[config.mk]
export PLATFORM = sky130hd
export DESIGN_NAME = gpio_edge_port
export DESIGN_NICKNAME = d
export VERILOG_FILES = /design/src/rtl/gpio_edge_pkg.sv /design/src/rtl/gpio_sync.sv /design/src/rtl/gpio_edge_detect.sv /design/src/rtl/gpio_flag_reg.sv /design/src/rtl/gpio_edge_port.sv
export SDC_FILE = /design/constraint.sdc
export NUM_CORES = 1
export LEC_CHECK = 0
export ABC_AREA = 1
export ABC_CLOCK_PERIOD_IN_PS = 2400
export CAP_MARGIN = 10
export CORE_UTILIZATION = 45
export DETAILED_ROUTE_END_ITERATION = 7
export DONT_BUFFER_PORTS = 1
export PLACE_DENSITY_LB_ADDON = 0.15
export SLEW_MARGIN = 20
export SYNTH_ARGS = -nofsm -noshare
export SYNTH_HDL_FRONTEND = slang
export SYNTH_SLANG_ARGS = --single-unit
[constraint.sdc]
create_clock -name clk -period 2.4 [get_ports clk]
set_input_delay 0.24 -clock clk [delete_from_list [all_inputs] [get_ports clk]]
set_output_delay 0.24 -clock clk [all_outputs]
set_load 0.02 [all_outputs]
[src/rtl/gpio_edge_pkg.sv]
`timescale 1ns/1ps
package gpio_edge_pkg;

    localparam int GPIO_ADDR_W = 3;

    typedef enum logic [GPIO_ADDR_W-1:0] {
        SEL_IN   = 3'd0,
        SEL_OUT  = 3'd1,
        SEL_DIR  = 3'd2,
        SEL_IE   = 3'd3,
        SEL_EDGE = 3'd4,
        SEL_FLAG = 3'd5
    } reg_sel_e;

    // Transition of interest: fall=0 rising, fall=1 falling
    function automatic logic edge_hit(input logic prev, input logic cur, input logic fall);
        return fall ? (prev & ~cur) : (~prev & cur);
    endfunction

endpackage

[src/rtl/gpio_sync.sv]
`timescale 1ns/1ps
module gpio_sync #(
    parameter int W      = 8,
    parameter int STAGES = 2
) (
    input  logic         clk,
    input  logic         rst,
    input  logic [W-1:0] d,
    output logic [W-1:0] q
);
    logic [W-1:0] stg [STAGES];

    always_ff @(posedge clk) begin
        if (rst) begin
            for (int i = 0; i < STAGES; i++) stg[i] <= d;
        end else begin
            stg[0] <= d;
            for (int i = 1; i < STAGES; i++) stg[i] <= stg[i-1];
        end
    end

    assign q = stg[STAGES-1];
endmodule

[src/rtl/gpio_edge_detect.sv]
`timescale 1ns/1ps
module gpio_edge_detect
    import gpio_edge_pkg::*;
#(
    parameter int W = 8
) (
    input  logic         clk,
    input  logic         rst,
    input  logic [W-1:0] cur,
    input  logic [W-1:0] fall_sel,
    output logic [W-1:0] hit
);
    logic [W-1:0] hist;

    always_ff @(posedge clk) begin
        hist <= cur;
    end

    for (genvar i = 0; i < W; i++) begin : g_pin
        assign hit[i] = edge_hit(hist[i], cur[i], fall_sel[i]);
    end

    // A steady observed value must not report a transition
    assert_level_quiet_R4: assert property (@(posedge clk) disable iff (rst)
        $stable(cur) |-> (hit == '0));
endmodule

[src/rtl/gpio_flag_reg.sv]
`timescale 1ns/1ps
module gpio_flag_reg #(
    parameter int W = 8
) (
    input  logic         clk,
    input  logic         rst,
    input  logic         sw_we,
    input  logic [W-1:0] sw_data,
    input  logic [W-1:0] hw_set,
    output logic [W-1:0] flag
);
    logic [W-1:0] base;

    always_comb begin
        base = sw_we ? sw_data : flag;
    end

    always_ff @(posedge clk) begin
        if (rst) flag <= '0;
        else     flag <= base | hw_set;
    end

    assert_hw_never_clears_R5: assert property (@(posedge clk) disable iff (rst)
        !sw_we |=> ((flag & $past(flag)) == $past(flag)));

    assert_sw_write_loads_R5: assert property (@(posedge clk) disable iff (rst)
        (sw_we && hw_set == '0) |=> (flag == $past(sw_data)));

    assert_edge_sets_flag_R2: assert property (@(posedge clk) disable iff (rst)
        (hw_set != '0) |=> ((flag & $past(hw_set)) == $past(hw_set)));

    assert_set_beats_clear_R7: assert property (@(posedge clk) disable iff (rst)
        (sw_we && hw_set != '0) |=> ((flag & $past(hw_set)) == $past(hw_set)));
endmodule

[src/rtl/gpio_edge_port.sv]
`timescale 1ns/1ps
module gpio_edge_port
    import gpio_edge_pkg::*;
#(
    parameter int NUM_PINS    = 8,
    parameter int SYNC_STAGES = 2
) (
    input  logic                   clk,
    input  logic                   rst,
    input  logic [GPIO_ADDR_W-1:0] bus_addr,
    input  logic [NUM_PINS-1:0]    bus_wdata,
    input  logic                   bus_we,
    output logic [NUM_PINS-1:0]    bus_rdata,
    input  logic [NUM_PINS-1:0]    pad_in,
    output logic [NUM_PINS-1:0]    pad_out,
    output logic [NUM_PINS-1:0]    pad_oe,
    input  logic                   global_ie,
    output logic                   irq
);
    reg_sel_e            sel;
    logic [NUM_PINS-1:0] out_q, dir_q, ie_q, fall_q;
    logic [NUM_PINS-1:0] pad_seen, pin_sync, pin_hit, flag_q;
    logic                flag_we;

    assign sel     = reg_sel_e'(bus_addr);
    assign flag_we = bus_we && (sel == SEL_FLAG);

    always_ff @(posedge clk) begin
        if (rst) begin
            out_q  <= '0;
            dir_q  <= '0;
            ie_q   <= '0;
            fall_q <= '0;
        end else if (bus_we) begin
            case (sel)
                SEL_OUT:  out_q  <= bus_wdata;
                SEL_DIR:  dir_q  <= bus_wdata;
                SEL_IE:   ie_q   <= bus_wdata;
                SEL_EDGE: fall_q <= bus_wdata;
                default:  ;
            endcase
        end
    end

    // Pad model: a driven pin shows its own output value
    assign pad_out  = out_q;
    assign pad_oe   = dir_q;
    assign pad_seen = (dir_q & out_q) | (~dir_q & pad_in);

    gpio_sync #(.W(NUM_PINS), .STAGES(SYNC_STAGES)) u_sync (
        .clk (clk),
        .rst (rst),
        .d   (pad_seen),
        .q   (pin_sync)
    );

    gpio_edge_detect #(.W(NUM_PINS)) u_detect (
        .clk      (clk),
        .rst      (rst),
        .cur      (pin_sync),
        .fall_sel (fall_q),
        .hit      (pin_hit)
    );

    gpio_flag_reg #(.W(NUM_PINS)) u_flags (
        .clk     (clk),
        .rst     (rst),
        .sw_we   (flag_we),
        .sw_data (bus_wdata),
        .hw_set  (pin_hit),
        .flag    (flag_q)
    );

    always_comb begin
        case (sel)
            SEL_IN:   bus_rdata = pin_sync;
            SEL_OUT:  bus_rdata = out_q;
            SEL_DIR:  bus_rdata = dir_q;
            SEL_IE:   bus_rdata = ie_q;
            SEL_EDGE: bus_rdata = fall_q;
            SEL_FLAG: bus_rdata = flag_q;
            default:  bus_rdata = '0;
        endcase
    end

    assign irq = global_ie & (|(flag_q & ie_q));

    assert_irq_needs_gie_R6: assert property (@(posedge clk) disable iff (rst)
        irq |-> (global_ie && ie_q != '0 && flag_q != '0));

    assert_reset_quiet_R1: assert property (@(posedge clk)
        rst |=> (flag_q == '0 && pad_oe == '0));
endmodule

# ---- Word-level counts from Yosys, hierarchy flattened
# Memories as Yosys holds them, arrays and structs flattened.
# Cells that the tools add are included.
dict set report totals {
  ff_bits 48
  latch_bits 0
  mem_bits_rw 16
  romBits 0
  inputBits 23
  out_inout_bits 25
  wordCells 75
  mem_count 1
}
# memory words word_bits rd rd_ports_with_merged_regs wr line
set mem_list {}
lappend mem_list {u_sync.stg 2 8 2 0 2 gpio_sync.sv:11} ;# logic [W-1:0] stg [STAGES];
dict set report classes {
  addsub 0
  mul 0
  div_mod_pow 0
  n_lt_le_gt_ge 0
  n_eq_ne 5
  shifts 0
  n_mux 15
  bitwise 41
  reduce_logical 7
}
# op count
set op_table {}
lappend op_table {{8-bit case mux with 6 select lines} 1}
lappend op_table {{8-bit bitwise AND} 3}
lappend op_table {{8-bit two-way mux} 3}
lappend op_table {{1-bit bitwise AND} 17}
lappend op_table {{1-bit inverter} 16}
lappend op_table {{8-bit OR} 2}
lappend op_table {{1-bit two-way mux} 11}
lappend op_table {{8-bit inverter} 1}
lappend op_table {{2-bit AND reduction} 4}
lappend op_table {{8-bit OR reduction} 1}
lappend op_table {{3-bit by 2-bit == test with 1-bit output, second input constant} 2}
lappend op_table {{3-bit == test, second input constant} 2}
lappend op_table {{3-bit by 1-bit == test with 1-bit output, second input constant} 1}
lappend op_table {{3-bit zero test} 1}
lappend op_table {{1-bit OR} 2}
lappend op_table {{1-bit logical AND} 1}

# ---- Logic depth before layout (Yosys ltp)
dict set report logic_depth {
  word_depth 4
  ltp_mapped 8
  depth_no_buf 7
}

# ---- Hierarchy
# Synthesis repeated with hierarchy kept, for this count alone.
dict set report unflattened {
  hier_cells 509
  hier_area_um2 3276.9
}
# mod n_inst cells_per_inst area_per_inst_um2
set by_module_without_submodules {}
lappend by_module_without_submodules {gpio_edge_port 1 343 2052.0}
lappend by_module_without_submodules {gpio_sync 1 50 485.5}
lappend by_module_without_submodules {gpio_flag_reg 1 60 379.1}
lappend by_module_without_submodules {gpio_edge_detect 1 56 360.3}

# ---- Worst setup path before layout
# OpenSTA, ideal clock, no wires.
dict set report synth_path {
  kind {in2out}
  from {input bus_addr[0]}
  to {output bus_rdata[4]}
  arrival_time_ns 1.110
  path_slack_ns 1.050
  path_stages 8
  n_path_buf 1
  path_cell_list {buf_2 nor2_1 nand2_1 inv_1 nand2_1 nand2_1 nor2_1 nand2_1}
}
dict set report synth_via {
  elab_chain_len 2
  elab_cells_between_ends 7
  classes_between {eq/ne: 5; mux: 1; reduce/logical: 1}
}
# item line
set synth_lines {}
lappend synth_lines {{start: declaration} gpio_edge_port.sv:10} ;# input logic [GPIO_ADDR_W-1:0] bus_addr,
lappend synth_lines {{3-bit == test, or another cell as far along} gpio_edge_port.sv:75} ;# case (sel)
lappend synth_lines {{8-bit case mux with 6 select lines *} gpio_edge_port.sv:75}
lappend synth_lines {{end: declaration} gpio_edge_port.sv:13} ;# output logic [NUM_PINS-1:0] bus_rdata,
# Every way passes the cells marked *; elsewhere a longest branch is shown, timed or not.

# ---- Final worst setup path
dict set report layout_path {
  from {register u_flags.flag[6]}
  to {output irq}
}
dict set report layout_via {
  elab_chain_len 3
}
# item line
set layout_lines {}
lappend layout_lines {{start: declaration} gpio_flag_reg.sv:10} ;# output logic [W-1:0] flag
lappend layout_lines {{start signal: assignment} gpio_flag_reg.sv:20} ;# else flag <= base | hw_set;
lappend layout_lines {{8-bit bitwise AND} gpio_edge_port.sv:86} ;# assign irq = global_ie & (|(flag_q & ie_q));
lappend layout_lines {{8-bit OR reduction} gpio_edge_port.sv:86}
lappend layout_lines {{1-bit bitwise AND} gpio_edge_port.sv:86}
lappend layout_lines {{end: declaration} gpio_edge_port.sv:18} ;# output logic irq
# No other way between the ends.

==> summary.md <==
| Metric | Value |
|---|---|
| Net Sw Power | 611 uW |
| Clk_skew | 0.00697 ns |
| Power share of the clock group | 39.3% |
| Clock Path Buffers | 2 |
| Seq/Total Area, Yosys | 43.7% |
| R2R Setup Slk | 1.24 ns |
| Crit path launch type | register |
| Util after Layout | 50.3% |
| Die area | 0.00684 mm2 |
| Clock latency on the worst-skew pair | 0.34 ns |
| Root Buffer | clkbuf_8 |
| Vias in the first global route | 2302 |
| Peak VDD IR | 0.000454 V |
| Period minus WS final | 1.75 ns |
| Initial antenna violation count | 0 |
| Largest net degree at the start of global routing | 25 |
| CTS sink count | 64 |
| Final setup vio count | 0 |
| Maximum fanout along the worst path | 2 |
| Final Non-Filler Cells | 530 |
| Via count | 2627 |
| Cell variety after synth | 21 |
| Final setup TNS | 0 ns |
| Cells after DPL | 514 |
| N_diodes | 0 |
| Placer Congestion | 0.835 |
| Fillers | 657 |
| WS Path Type | register to primary output |
| RSZ-0062 raised after global routing | false |
| Synthesized area | 0.00293 mm2 |
| Layout area overhead | 8.32% |
| Max_slew headroom | 50.7% |
| Yosys reg bits | 64 |
| Die height | 82.7 um |
| Part of the cycle the worst path needs | 72.8% |
| Maxcap violations | 0 |
| CTS buffer count | 9 |
| Setup Buffers After CTS | 0 |
| H-tree levels | 3 |
| Avg Inst Size Synth | 6.53 um2 |
| Final Hold Vio Count | 0 |
| Arr. time, crit path | 1.51 ns |
| Leakage | 1.54 nW |
| Net Sw Frac | 26.3% |
| Ys async rst share | 0% |
| DRT Wirelength | 7410 um |
| Drt first pass iters | 5 |
| Fin. max-slew vios | 0 |
| Max frequency | 0.572 GHz |
| Detailed Place HPWL | 5360 um |
| Status | finished, final reports clean |
| Synthesis Warnings | 0 |
| Mapped Cells | 449 |
| TritonCTS clock tree | built |
| Largest area contributor in the netlist | dfxtp_1 |
| Starting Density | 46.5% |
| Hold buffers post-CTS | 1 |
| Req. time, crit path | 2.16 ns |
| Layout cells sized above 1 | 6.40% |
| Worst Hold Class | input port to register |
| IO buf count | 0 |
| Nets | 472 |
| Pwr Density | 730 mW/mm2 |
| First-pass GRT wire length | 11500 um |
| Area contributors post-synth | dfxtp_1 44%, nand2_1 20%, nor2_1 10% |
| Die width | 82.7 um |
| DRC | 0 |
| Row cnt | 29 |
| Cts repair resizes | 0 |
| I/O pin count | 48 |
| Synth top cells by count | 154 x nand2_1, 82 x nor2_1, 64 x dfxtp_1, 51 x inv_1, 27 x o21ai_0 |
| Share of Yosys cell area claimed by the top area cell type | 43.7% |
| Total nets after synthesis | 472 |
| Drt wl/cell | 14.0 um |
| Post-synth EDFFs | 0 |
| Worst setup EP type | primary output |
| Pint | 1.71 mW |
| Iteration-0 DRC Markers | 195 |
| Via density | 4.96 |
| ANT nets after route | 0 |
| Core region area | 0.00631 mm2 |
| Ys flop type | dfxtp_1 |
| Tot GR Track Use | 23.2% |
| Reg power frac | 51.4% |
| Worst-Margin Slew | 0.733 ns |
| Most common cell in the netlist | nand2_1 |
| Grt ovf | 0 |
| Combinational share of power | 9.3% |
| Clk slew on worst S/H paths | 0.07 ns |
==> critical path, cell delays in order, from the launching register on <==
cell      delay (ns)
dfxtp_1         0.33
inv_1           0.06
o21ai_0         0.17
nor2_1          0.07
a21boi_0        0.53
==> routing by layer <==
layer | share of wire [%] | global-route usage, %
met5 | 0 | 0
met4 | 2.0 | 9.31
met3 | 6.3 | 6.04
met2 | 43 | 34.3
met1 | 48 | 31.8
==> final timing paths <==
check	from	to	cells past startpoint
max	u_flags.flag[6]	irq	4
min	rst	u_sync.stg[0][15]	2
max reg2reg	pad_oe[4]	u_sync.stg[0][12]	3
min reg2reg	u_sync.stg[0][8]	u_detect.hist[0]	0
==> sequential cells by signal, indices dropped and copies added (netlist names) <==
register and flops:
u_sync.stg 16, u_detect.hist 8, pad_oe 8, u_flags.flag 8
pad_out 8, fall_q 8, ie_q 8
==> cell type report <==
class / count / area (um2) / area share [%]
flip-flops and latches: 64 / 1280 / 40.3
inverters: 52 / 195 / 6.14
clock inverters: 3 / 42.5 / 1.34
clock buffers: 12 / 145 / 4.57
repair buffers: 3 / 25.0 / 0.788
well taps: 77 / 96.3 / 3.03
multi-input cells: 319 / 1390 / 43.8
==> cell families (layout without fill, tap and decap cells) <==
| kind of cell | after synthesis | in the layout | share of synthesized area, % |
|---|---|---|---|
| buffers and inverters | 66 | 70 | 8.87 |
| AO/OA/AOI/OAI | 38 | 38 | 6.83 |
| multiplexers | 6 | 6 | 2.30 |
| flip-flops | 64 | 64 | 43.7 |
| AND/OR/NAND/NOR | 275 | 275 | 38.3 |
==> layout by cell type (no fill, tap or decap), types with 2 or more instances in the layout <==
| master | synthesis | final |
|---|---|---|
| dfxtp_1 | 64 | 64 |
| o21ai_0 | 27 | 27 |
| mux2_2 | 6 | 6 |
| nor2_4 | 3 | 3 |
| clkbuf_8 | 0 | 10 |
| nor2_2 | 2 | 2 |
| nor2_1 | 82 | 82 |
| nor3_1 | 2 | 2 |
| nand3_1 | 21 | 21 |
| clkbuf_1 | 5 | 2 |
| nand2_1 | 154 | 154 |
| o21bai_1 | 3 | 3 |
| a21oi_1 | 7 | 7 |
| nand4_1 | 9 | 9 |
| buf_4 | 1 | 2 |
| inv_1 | 51 | 51 |
==> power groups by stage <==
stage	Combinational, mW	Clock [mW]	Sequential [mW]
after global placement	0.209	0	1.21
after CTS	0.217	0.930	1.19
final	0.216	0.911	1.19
after floorplan	0.189	0	1.20
after global routing	0.251	0.988	1.20
after detailed placement	0.212	0	1.21
==> per-stage QoR <==
stage	power (mW)	cell area, um2	worst slack [ns]	hold WS, ns
2_1_floorplan	1.39	2930	1.05	0.331
3_3_place_gp	1.42	2980	0.784	0.334
3_5_place_dp	1.43	2980	0.792	0.341
4_1_cts	2.34	3180	0.632	0.00844
5_1_grt	2.44	3180	0.529	0.0321
6_report	2.32	3180	0.652	0.0220
No activity file was read; power rests on OpenSTA's default activity.
